File: config.mk
export PLATFORM = sky130hd
export DESIGN_NAME = serial_xcvr
export DESIGN_NICKNAME = d
export VERILOG_FILES = /design/src/rtl/sx_pkg.sv /design/src/rtl/sx_baud_gen.sv /design/src/rtl/sx_tx.sv /design/src/rtl/sx_rx.sv /design/src/rtl/sx_flags.sv /design/src/rtl/serial_xcvr.sv
export SDC_FILE = /design/constraint.sdc
export NUM_CORES = 1
export LEC_CHECK = 0
export BUFFER_PORTS_ARGS = -buffer_cell sky130_fd_sc_hd__buf_2
export CAP_MARGIN = 10
export CORE_UTILIZATION = 41
export CTS_CLUSTER_DIAMETER = 200
export CTS_CLUSTER_SIZE = 25
export DETAILED_ROUTE_END_ITERATION = 10
export PLACE_DENSITY = 0.67
export SYNTH_ARGS = -nofsm -noshare
export SYNTH_HDL_FRONTEND = slang
export SYNTH_SLANG_ARGS = --single-unit
export TNS_END_PERCENT = 1
File: constraint.sdc
create_clock -name clk_i -period 2.4 [get_ports clk_i]
set_input_delay 0.48 -clock clk_i [delete_from_list [all_inputs] [get_ports clk_i]]
set_output_delay 0.48 -clock clk_i [all_outputs]
set_load 0.05 [all_outputs]
File: src/rtl/sx_pkg.sv
package sx_pkg;
  typedef struct packed {
    logic par_en;
    logic par_odd;
    logic stop2;
  } frame_cfg_t;

  typedef enum logic [2:0] {TX_IDLE, TX_START, TX_DATA, TX_PAR, TX_STOP} tx_state_e;
  typedef enum logic [2:0] {RX_IDLE, RX_START, RX_DATA, RX_PAR, RX_STOP, RX_LOW, RX_BRK} rx_state_e;

  localparam int unsigned ST_W      = 7;
  localparam int unsigned ST_BUSY   = 0;
  localparam int unsigned ST_TXE    = 1;
  localparam int unsigned ST_RXE    = 2;
  localparam int unsigned ST_OVF    = 3;
  localparam int unsigned ST_BRK    = 4;
  localparam int unsigned ST_FRM    = 5;
  localparam int unsigned ST_PAR    = 6;
  localparam int unsigned STICKY_LO = 3;
  localparam int unsigned N_STICKY  = ST_W - STICKY_LO;
endpackage

File: src/rtl/sx_baud_gen.sv
module sx_baud_gen #(
  parameter int unsigned DIV_W = 16
) (
  input  logic             clk_i,
  input  logic             rst_ni,
  input  logic [DIV_W-1:0] div_i,
  output logic             tick_o
);
  logic [DIV_W-1:0] cnt_q;

  assign tick_o = (cnt_q >= div_i);

  always_ff @(posedge clk_i or negedge rst_ni) begin
    if (!rst_ni) cnt_q <= '0;
    else if (tick_o) cnt_q <= '0;
    else cnt_q <= cnt_q + 1'b1;
  end
endmodule

File: src/rtl/sx_tx.sv
module sx_tx
  import sx_pkg::*;
#(
  parameter int unsigned OS = 16,
  parameter int unsigned DW = 8
) (
  input  logic          clk_i,
  input  logic          rst_ni,
  input  logic          tick_i,
  input  frame_cfg_t    cfg_i,
  input  logic          load_i,
  input  logic [DW-1:0] data_i,
  output logic          take_o,
  output logic          tx_o,
  output logic          busy_o
);
  localparam int unsigned SUB_W = $clog2(OS);
  localparam int unsigned IDX_W = $clog2(DW);
  localparam logic [SUB_W-1:0] SUB_LAST = SUB_W'(OS - 1);
  localparam logic [IDX_W-1:0] IDX_LAST = IDX_W'(DW - 1);

  tx_state_e        state_q;
  logic [SUB_W-1:0] sub_q;
  logic [IDX_W-1:0] idx_q;
  logic [DW-1:0]    sh_q;
  logic             par_q;
  logic             stop_q;
  frame_cfg_t       cfg_q;
  logic             bit_end;

  assign bit_end = tick_i && (sub_q == SUB_LAST);
  assign take_o  = (state_q == TX_IDLE) && load_i;
  assign busy_o  = (state_q != TX_IDLE);

  always_ff @(posedge clk_i or negedge rst_ni) begin
    if (!rst_ni) begin
      state_q <= TX_IDLE;
      sub_q   <= '0;
      idx_q   <= '0;
      sh_q    <= '0;
      par_q   <= 1'b0;
      stop_q  <= 1'b0;
      cfg_q   <= '0;
    end else if (state_q == TX_IDLE) begin
      if (load_i) begin
        sh_q    <= data_i;
        par_q   <= ^data_i ^ cfg_i.par_odd;
        cfg_q   <= cfg_i;
        sub_q   <= '0;
        idx_q   <= '0;
        state_q <= TX_START;
      end
    end else begin
      if (tick_i) sub_q <= bit_end ? '0 : sub_q + 1'b1;
      if (bit_end) begin
        unique case (state_q)
          TX_START: begin
            state_q <= TX_DATA;
            idx_q   <= '0;
          end
          TX_DATA: begin
            sh_q <= sh_q >> 1;
            if (idx_q == IDX_LAST) begin
              state_q <= cfg_q.par_en ? TX_PAR : TX_STOP;
              stop_q  <= 1'b0;
            end else begin
              idx_q <= idx_q + 1'b1;
            end
          end
          TX_PAR: begin
            state_q <= TX_STOP;
            stop_q  <= 1'b0;
          end
          TX_STOP: begin
            if (stop_q == cfg_q.stop2) state_q <= TX_IDLE;
            else stop_q <= 1'b1;
          end
          default: state_q <= TX_IDLE;
        endcase
      end
    end
  end

  always_comb begin
    unique case (state_q)
      TX_START: tx_o = 1'b0;
      TX_DATA:  tx_o = sh_q[0];
      TX_PAR:   tx_o = par_q;
      default:  tx_o = 1'b1;
    endcase
  end
endmodule

File: src/rtl/sx_rx.sv
module sx_rx
  import sx_pkg::*;
#(
  parameter int unsigned OS = 16,
  parameter int unsigned DW = 8
) (
  input  logic          clk_i,
  input  logic          rst_ni,
  input  logic          tick_i,
  input  frame_cfg_t    cfg_i,
  input  logic          rx_s_i,
  output logic          store_o,
  output logic [DW-1:0] data_o,
  output logic          perr_o,
  output logic          ferr_o,
  output logic          brk_o,
  output logic          busy_o
);
  localparam int unsigned SUB_W = $clog2(OS);
  localparam int unsigned IDX_W = $clog2(DW);
  localparam int unsigned LCW   = $clog2(OS * (DW + 4) + 2);
  localparam logic [SUB_W-1:0] SUB_LAST = SUB_W'(OS - 1);
  localparam logic [SUB_W-1:0] SUB_MID  = SUB_W'(OS / 2 - 1);
  localparam logic [IDX_W-1:0] IDX_LAST = IDX_W'(DW - 1);

  rx_state_e        state_q;
  logic [SUB_W-1:0] sub_q;
  logic [IDX_W-1:0] idx_q;
  logic [DW-1:0]    sh_q;
  logic             par_q;
  logic [LCW-1:0]   low_q;
  logic [LCW-1:0]   char_ticks;
  logic             bit_end;
  logic             mid_end;
  logic             brk_det;
  logic             par_bad;

  // one character time in ticks, first stop bit only counted once per stop
  assign char_ticks = LCW'(OS * (DW + 2 + 32'(cfg_i.par_en) + 32'(cfg_i.stop2)));
  assign bit_end = tick_i && (sub_q == SUB_LAST);
  assign mid_end = tick_i && (sub_q == SUB_MID);
  assign brk_det = tick_i && !rx_s_i && (low_q == char_ticks) && (state_q != RX_BRK);
  assign par_bad = cfg_i.par_en && (par_q != (^sh_q ^ cfg_i.par_odd));
  assign busy_o  = (state_q != RX_IDLE);
  assign data_o  = sh_q;

  always_ff @(posedge clk_i or negedge rst_ni) begin
    if (!rst_ni) low_q <= '0;
    else if (rx_s_i) low_q <= '0;
    else if (tick_i && (low_q <= char_ticks)) low_q <= low_q + 1'b1;
  end

  always_ff @(posedge clk_i or negedge rst_ni) begin
    if (!rst_ni) begin
      state_q <= RX_IDLE;
      sub_q   <= '0;
      idx_q   <= '0;
      sh_q    <= '0;
      par_q   <= 1'b0;
      store_o <= 1'b0;
      perr_o  <= 1'b0;
      ferr_o  <= 1'b0;
      brk_o   <= 1'b0;
    end else begin
      store_o <= 1'b0;
      brk_o   <= 1'b0;
      if (brk_det) begin
        state_q <= RX_BRK;
        brk_o   <= 1'b1;
      end else begin
        unique case (state_q)
          RX_IDLE: if (!rx_s_i) begin
            state_q <= RX_START;
            sub_q   <= '0;
          end
          RX_START: begin
            if (mid_end) begin
              sub_q   <= '0;
              idx_q   <= '0;
              state_q <= rx_s_i ? RX_IDLE : RX_DATA;
            end else if (tick_i) sub_q <= sub_q + 1'b1;
          end
          RX_DATA: begin
            if (bit_end) begin
              sub_q <= '0;
              sh_q  <= {rx_s_i, sh_q[DW-1:1]};
              if (idx_q == IDX_LAST) state_q <= cfg_i.par_en ? RX_PAR : RX_STOP;
              else idx_q <= idx_q + 1'b1;
            end else if (tick_i) sub_q <= sub_q + 1'b1;
          end
          RX_PAR: begin
            if (bit_end) begin
              sub_q   <= '0;
              par_q   <= rx_s_i;
              state_q <= RX_STOP;
            end else if (tick_i) sub_q <= sub_q + 1'b1;
          end
          RX_STOP: begin
            if (bit_end) begin
              sub_q <= '0;
              if (rx_s_i) begin
                store_o <= 1'b1;
                ferr_o  <= 1'b0;
                perr_o  <= par_bad;
                state_q <= RX_IDLE;
              end else begin
                state_q <= RX_LOW;
              end
            end else if (tick_i) sub_q <= sub_q + 1'b1;
          end
          RX_LOW: if (rx_s_i) begin
            // bad stop bit, line recovered before break time
            store_o <= 1'b1;
            ferr_o  <= 1'b1;
            perr_o  <= par_bad;
            state_q <= RX_IDLE;
          end
          RX_BRK: if (rx_s_i) state_q <= RX_IDLE;
          default: state_q <= RX_IDLE;
        endcase
      end
    end
  end
endmodule

File: src/rtl/sx_flags.sv
module sx_flags #(
  parameter int unsigned N = 4
) (
  input  logic         clk_i,
  input  logic         rst_ni,
  input  logic [N-1:0] set_i,
  input  logic         wr_i,
  input  logic [N-1:0] wdata_i,
  output logic [N-1:0] flags_o
);
  for (genvar i = 0; i < N; i++) begin : g_flag
    always_ff @(posedge clk_i or negedge rst_ni) begin
      if (!rst_ni) flags_o[i] <= 1'b0;
      else flags_o[i] <= set_i[i] | (flags_o[i] & ~(wr_i & ~wdata_i[i]));
    end
  end
endmodule

File: src/rtl/serial_xcvr.sv
module serial_xcvr
  import sx_pkg::*;
#(
  parameter int unsigned DIV_W = 16,
  parameter int unsigned OS    = 16,
  parameter int unsigned DW    = 8
) (
  input  logic             clk_i,
  input  logic             rst_ni,
  input  logic [DIV_W-1:0] baud_div_i,
  input  logic             par_en_i,
  input  logic             par_odd_i,
  input  logic             stop2_i,
  input  logic             wr_data_i,
  input  logic [DW-1:0]    wdata_i,
  input  logic             rd_data_i,
  output logic [DW-1:0]    rdata_o,
  input  logic             stat_wr_i,
  input  logic [ST_W-1:0]  stat_wdata_i,
  output logic [ST_W-1:0]  stat_o,
  output logic             tx_o,
  input  logic             rx_i
);
  frame_cfg_t cfg;
  logic       tick;
  logic [1:0] rx_sync_q;
  logic       rx_s;

  logic [DW-1:0] hold_q;
  logic          hold_v_q;
  logic          take;
  logic          tx_busy;

  logic          rx_store;
  logic [DW-1:0] rx_data;
  logic          rx_perr;
  logic          rx_ferr;
  logic          rx_brk;
  logic          rx_busy;
  logic          rx_full_q;

  logic [N_STICKY-1:0] sticky_set;
  logic [N_STICKY-1:0] sticky;
  logic                unused_wbits;

  assign cfg = '{par_en: par_en_i, par_odd: par_odd_i, stop2: stop2_i};
  assign rx_s = rx_sync_q[1];
  assign unused_wbits = ^stat_wdata_i[STICKY_LO-1:0];

  always_ff @(posedge clk_i or negedge rst_ni) begin
    if (!rst_ni) rx_sync_q <= 2'b11;
    else rx_sync_q <= {rx_sync_q[0], rx_i};
  end

  sx_baud_gen #(.DIV_W(DIV_W)) u_baud (
    .clk_i (clk_i),
    .rst_ni(rst_ni),
    .div_i (baud_div_i),
    .tick_o(tick)
  );

  // TX holding register: writes land only when empty, shifter drains it
  always_ff @(posedge clk_i or negedge rst_ni) begin
    if (!rst_ni) begin
      hold_q   <= '0;
      hold_v_q <= 1'b0;
    end else if (take) begin
      hold_v_q <= 1'b0;
    end else if (wr_data_i && !hold_v_q) begin
      hold_q   <= wdata_i;
      hold_v_q <= 1'b1;
    end
  end

  sx_tx #(.OS(OS), .DW(DW)) u_tx (
    .clk_i (clk_i),
    .rst_ni(rst_ni),
    .tick_i(tick),
    .cfg_i (cfg),
    .load_i(hold_v_q),
    .data_i(hold_q),
    .take_o(take),
    .tx_o  (tx_o),
    .busy_o(tx_busy)
  );

  sx_rx #(.OS(OS), .DW(DW)) u_rx (
    .clk_i  (clk_i),
    .rst_ni (rst_ni),
    .tick_i (tick),
    .cfg_i  (cfg),
    .rx_s_i (rx_s),
    .store_o(rx_store),
    .data_o (rx_data),
    .perr_o (rx_perr),
    .ferr_o (rx_ferr),
    .brk_o  (rx_brk),
    .busy_o (rx_busy)
  );

  always_ff @(posedge clk_i or negedge rst_ni) begin
    if (!rst_ni) begin
      rdata_o   <= '0;
      rx_full_q <= 1'b0;
    end else if (rx_store) begin
      rdata_o   <= rx_data;
      rx_full_q <= 1'b1;
    end else if (rd_data_i) begin
      rx_full_q <= 1'b0;
    end
  end

  assign sticky_set[ST_OVF-STICKY_LO] = wr_data_i && hold_v_q;
  assign sticky_set[ST_BRK-STICKY_LO] = rx_brk;
  assign sticky_set[ST_FRM-STICKY_LO] = rx_store && rx_ferr;
  assign sticky_set[ST_PAR-STICKY_LO] = rx_store && rx_perr;

  sx_flags #(.N(N_STICKY)) u_flags (
    .clk_i  (clk_i),
    .rst_ni (rst_ni),
    .set_i  (sticky_set),
    .wr_i   (stat_wr_i),
    .wdata_i(stat_wdata_i[ST_W-1:STICKY_LO]),
    .flags_o(sticky)
  );

  assign stat_o[ST_BUSY] = tx_busy | rx_busy;
  assign stat_o[ST_TXE]  = ~hold_v_q;
  assign stat_o[ST_RXE]  = ~rx_full_q;
  assign stat_o[ST_W-1:STICKY_LO] = sticky;
endmodule

# Yosys cells after proc, flatten, opt, wreduce, memory -nomap -nowiden
# Cells that the tools add are included.
# Widths: inputs -> output; s select.
op_classes:
  n_addsub: 8
  multipliers: 0
  div_mod_pow: 0
  order_cmp: 2
  eq_ne: 39
  shifts: 0
  n_mux: 64
  bitwise_logic: 28
  reduce_logical: 48
ops:
  columns: ["op", "count"]
  rows:
  - ["$mux 3", 23]
  - ["$mux 8", 6]
  - ["$mux 4", 8]
  - ["$ne 3x1->1 const B", 8]
  - ["$eq 3x3->1 const B", 6]
  - ["$pmux 3 s6", 1]
  - ["$add 16x1->16 const B", 1]
  - ["$ge 16x16->1", 1]
  - ["$mux 16", 1]
  - ["$reduce_bool 2->1", 8]
  - ["$reduce_xor 8->1", 2]
  - ["$mux 1", 15]
  - ["$reduce_and 3->1", 5]
  - ["$reduce_and 5->1", 3]
  - ["$reduce_bool 3->1", 5]
  - ["$logic_and 1x1->1", 13]
  - ["$not 1->1", 13]
  - ["$eq 3x2->1 const B", 4]
  - ["$ne 2x2->1 const B", 6]
  - ["$pmux 3 s2", 2]
  - ["$pmux 3 s4", 1]
  - ["$pmux 4 s3", 1]
  - ["$add 4x1->4 const B", 2]
  - ["$add 8x1->8 const B", 1]
  - ["other kinds (26)", 53]
word_totals:
  register_bits: 93
  latchBits: 0
  ram_bits: 0
  romBits: 0
  output_inout_bits: 16
  elab_cells: 217
  n_memories: 0

# Logic depth before layout (Yosys ltp)
depth:
  ltp_word: 7
  depth_mapped: 9
  ltp_nobuf: 9

# Modules after synthesis
# From an unflattened synthesis, not the netlist that was laid out.
unflattened:
  cells_unflattened: 501
  area_unflattened_um2: 5356.4
by_module_without_submodules:
  columns: ["module", "n_inst", "cells_each", "area_each_um2", "seq_area_each_um2"]
  rows:
  - ["sx_rx", 1, 181, 1884.3, 775.7]
  - ["sx_tx", 1, 131, 1301.2, 550.5]
  - ["sx_baud_gen", 1, 130, 1260.0, 400.4]
  - ["serial_xcvr", 1, 47, 755.7, 503.0]
  - ["sx_flags", 1, 12, 155.1, 100.1]

# Worst setup path after synthesis
# No wires, ideal clock.
synth_timing:
  path_type: "input -> register"
  from: "input port par_en_i"
  to: "register u_rx.low_q[6]"
  setup_time_ns: 0.120
  t_arrival_ns: 2.339
  required_ns: 2.280
  path_slack_ns: -0.060
  path_stages: 8
  path_buffers: 0
  cell_sequence: "ha_1 > ha_1 > and4bb_2 > nand3_1 > o211a_1 > a311oi_1 > a21oi_1 > a31o_2"
synth_via:
  elab_chain_len: 5
synth_lines:
  columns: ["element", "line", "source"]
  rows:
  - ["start: declaration", "serial_xcvr.sv:11", "input logic par_en_i,"]
  - ["$add 4x1->4 (2 in series)", "sx_rx.sv:39", "assign char_ticks = LCW'(OS * (DW + 2 + 32'(cfg_i.par_en) + 32'(cfg_i.stop2)));"]
  - ["$le 8x8->1", "sx_rx.sv:50", "else if (tick_i && (low_q <= char_ticks)) low_q <= low_q + 1'b1;"]
  - ["$logic_and 1x1->1", "sx_rx.sv:50", null]
  - ["$reduce_bool 2->1 (no line)", null, null]
  - ["end signal: assignment", "sx_rx.sv:50", null]
  - ["end: declaration", "sx_rx.sv:31", "logic [LCW-1:0] low_q;"]
# No other way between the ends.
# A chain may end at the register's enable or synchronous reset.

# Worst setup path in the final report
layout_timing:
  from: "register u_baud.cnt_q[1]"
  to: "register u_tx.sh_q[5]"
layout_via:
  elab_chain_len: 4
layout_lines:
  columns: ["element", "line", "source"]
  rows:
  - ["start: declaration", "sx_baud_gen.sv:9", "logic [DIV_W-1:0] cnt_q;"]
  - ["start signal: assignment", "sx_baud_gen.sv:16", "else cnt_q <= cnt_q + 1'b1;"]
  - ["$ge 16x16->1", "sx_baud_gen.sv:11", "assign tick_o = (cnt_q >= div_i);"]
  - ["$logic_and 1x1->1", "sx_tx.sv:31", "assign bit_end = tick_i && (sub_q == SUB_LAST);"]
  - ["$reduce_bool 2->1 (no line)", null, null]
  - ["$reduce_and 3->1 (no line)", null, null]
  - ["end signal: assignment", "sx_tx.sv:46", "sh_q <= data_i;"]
  - ["end signal: assignment", "sx_tx.sv:62", "sh_q <= sh_q >> 1;"]
  - ["end: declaration", "sx_tx.sv:25", "logic [DW-1:0] sh_q;"]
# No other way between the ends.

==> flow_metrics.py <==
metrics = {
    "floorplanning": {
        "dieWidth_microns": 114.2,
        "initial_core_util_pct": 42.42,
        "die_h_microns": 114.2,
        "rows": 40,
        "die-area_sq_um": 13030,
        "core_area_sq_um": 12160,
        "io_pins": 56,
    },
    "place": {
        "hpwl_microns": 7989,
        "place_congestion": 0.8007,
        "post-place-ws_ns": -0.2896,
        "dp.cells": 759,
        "io_buffers": 52,
    },
    "power": {
        "p_clk_share_pct": 26.7,
        "power_frac_seq_pct": 38.0,
        "p_int_mw": 3.805,
        "switchingPower_mw": 2.059,
        "power_leakage_nw": 3.042,
        "peakVddDrop_v": 0.0004851,
        "cellPowerDensity_nw_per_um2": 933.5,
        "sw_frac_of_total_pct": 35.11,
        "combPwrFrac_pct": 35.3,
    },
    "synthesis": {
        "ys_ff_latch": 93,
        "ys_seq_area_share_pct": 45.16,
        "synth_warnings": 0,
        "syn_inst": 508,
        "syn_nets": 577,
        "ys.flop_type": "dfrtp_1",
        "syn_area_per_cell_sq_um": 10.15,
        "async_flop_share_pct": 100.0,
        "ys_types": 59,
        "synthesis.area_sq_um": 5159,
        "synth_edf_count": 0,
    },
    "timing": {
        "period_minus_slack_ns": 2.386,
        "fmax_mhz": 419.2,
        "slew-limit-headroom_pct": 53.22,
        "maxSlewViolCount": 0,
        "fin_skew_ns": 0.007944,
        "fin_crit_sh_pct": 99.40,
        "fin_setup_tns_ns": 0,
        "finalHoldViolCount": 0,
        "setup_ws_ns": 0.01443,
        "worst_slew_pin_slew_ns": 0.6964,
        "rsz0062_at_grt": "yes",
        "setup-violations-final": 0,
    },
    "layout": {
        "final_nets": 671,
        "area_growth_pct": 21.78,
        "finalNonFillerCells": 775,
        "drive_gt1_share_pct": 27.35,
        "n_antenna_cell": 0,
        "final_util_pct": 51.66,
    },
    "global_routing": {
        "grt_use_total_pct": 18.29,
        "grt_max_degree": 40,
        "grt_first_pass_wirelength_microns": 18570,
        "antenna_found_initial": 0,
        "grt_pass1_vias": 4024,
        "overflow": 0,
    },
    "run_status": {
        "status": "finished clean",
    },
    "critical_path": {
        "crit_arrival_ns": 2.62,
        "required_ns": 2.64,
        "r2r_start": "u_baud.cnt_q[1]",
        "rrSetupSlack_ns": 0.01,
        "setup.worst_path.end_class": "flip-flop",
        "rr_endpoint": "u_tx.sh_q[5]",
        "crit_type": "flip-flop to flip-flop",
        "reg2reg_depth": 8,
        "worst_setup_path_start_kind": "flip-flop",
        "critPathMaxFanout": 8,
    },
    "route": {
        "vias_per_cell": 5.168,
        "drtAntennaViolNets": 0,
        "num_vias": 4005,
        "drt_iter0_drc": 136,
        "wl_per_cell_microns": 13.78,
        "firstDrtPassIters": 4,
        "drc": 0,
        "wl_microns": 10680,
    },
    "clock_network": {
        "clock_path_buffers": 2,
        "htree_num_levels": 3,
        "root_buffer": "clkbuf_16",
        "hold_buffers": 0,
        "cts_tree": "built",
        "numCtsBuffers": 9,
        "cts.clk_slew.worst_paths_ns": 0.07,
        "clock_latency_ns": 0.35,
        "post-cts-setup-buffers": 0,
        "clock_sinks": 93,
    },
    "hold_path": {
        "hp-class": "input port to asynchronous set/reset pin",
    },
    "job": {
        "max_cap_violations": 0,
    },
}
[cells in the mapped netlist, types with 3 or more instances]
cell type	n	area share [%]
a21o_1	3	0.44
a21oi_1	16	1.6
a22o_1	9	1.5
a311oi_1	3	0.51
a31oi_1	7	0.85
a32o_1	5	0.97
and2_1	3	0.36
and3_1	6	0.73
clkbuf_1	14	1.0
dfrtp_1	91	44
ha_1	29	7.0
inv_1	35	2.5
mux2_2	36	7.9
mux2i_1	7	1.4
nand2_1	31	2.3
nand2b_1	11	1.3
nand3_1	21	2.0
nand4_1	10	1.2
nor2_1	55	4.0
nor2b_1	9	1.1
nor3_1	8	0.78
o21ai_0	13	1.3
o21bai_1	4	0.58
o22ai_1	3	0.36
o31ai_1	3	0.44
xnor2_1	21	3.6
xor2_1	13	2.2
[cells in the final DEF, fill, tap and decap left out, types with 5 or more instances in the layout]
master,instances
nand2b_1,11
nand4_1,10
a31oi_1,7
a21oi_1,16
buf_2,51
o21ai_0,13
a32o_1,5
nand2_1,31
xor2_1,13
nor3_1,8
buf_4,47
nor2b_1,9
ha_1,29
dfrtp_1,91
xnor2_1,21
mux2_2,36
mux2i_1,7
inv_1,35
nor2_1,55
a22o_1,9
and3_1,5
clkbuf_16,9
nand3_1,21
[metal layers]
layer | wire length [microns] | GRT usage [%] | vias to the layer above | part of all wire (%)
li1 | - | - | 1988 | -
met1 | 4952 | 23.08 | 1944 | 46
met2 | 5275 | 30.42 | 58 | 49
met3 | 233 | 3.123 | 15 | 2.2
met4 | 221 | 9.004 | 0 | 2.1
met5 | 0 | 0 | - | 0
[layout make-up]
cell class / count / area [sq um]
flip-flops and latches: 93 / 2330
repair buffers: 100 / 648.1
inverters: 35 / 131.4
multi-input cells: 363 / 2640
clock buffers: 10 / 229.0
fillers: 1103 / 5879
clock inverters: 6 / 93.84
well taps: 168 / 210.2
[state kept, by name, summed over array words and instances (netlist names), 4 cells and up]
name,flops
u_tx.sub_q,4
u_baud.cnt_q,16
hold_q,8
u_rx.data_o,8
rdata_o,8
u_flags.flags_o,4
u_rx.sub_q,4
u_rx.low_q,8
u_tx.sh_q,8
[power groups by stage]
stage                     clock (mW)  combinational, mW  sequential, mW
after floorplan                    0               1.44            2.22
after CTS                       1.60               2.09            2.23
after global placement             0               2.00            2.24
after detailed placement           0               2.07            2.26
final                           1.57               2.07            2.23
after global routing            1.67               2.32            2.28
[cell families after synthesis]
kind of cell / share of synthesized area (%)
AND/OR/NAND/NOR: 16.52
flip-flops: 45.16
AO/OA/AOI/OAI: 12.15
buffers and inverters: 3.953
multiplexers: 9.217
XOR/XNOR: 5.773
adder cells (fa/ha/maj): 7.228
[critical path, stage by stage (launching register included)]
cell     delay, ns
dfrtp_1       0.40
ha_1          0.29
nor2b_1       0.13
o211a_1       0.23
o31ai_4       0.31
a31oi_1       0.21
o21ai_2       0.17
buf_4         0.18
mux2_2        0.34
[how the worst max path moves through the flow]
stage                          from             to  slack [ns]  cells past startpoint
floorplan             baud_div_i[1]   u_tx.sh_q[0]       -0.03                      8
global placement     baud_div_i[14]  u_rx.low_q[5]       -0.22                     10
detailed placement    baud_div_i[1]  u_tx.idx_q[1]       -0.29                      9
CTS                 u_baud.cnt_q[1]   u_tx.sh_q[5]        0.01                      8
global route        u_baud.cnt_q[1]   u_tx.sh_q[5]       -0.09                      8
finish              u_baud.cnt_q[1]   u_tx.sh_q[5]        0.01                      8
[through the flow]
stage	total power, mW	area [sq um]	hold slack [ns]
floorplan	3.663	5165	0.1844
global placement	4.246	5951	0.3476
detailed placement	4.329	5951	0.3492
CTS	5.915	6279	0.1211
global route	6.270	6282	0.1479
finish	5.865	6282	0.1069
[repair_timing]
item                                    4_1_cts  5_1_grt
pin swaps                                     1        4
endpoints found under the setup margin       18       25
gates resized for setup                       2        3
Note: power is estimated with default switching activity, not from simulation.
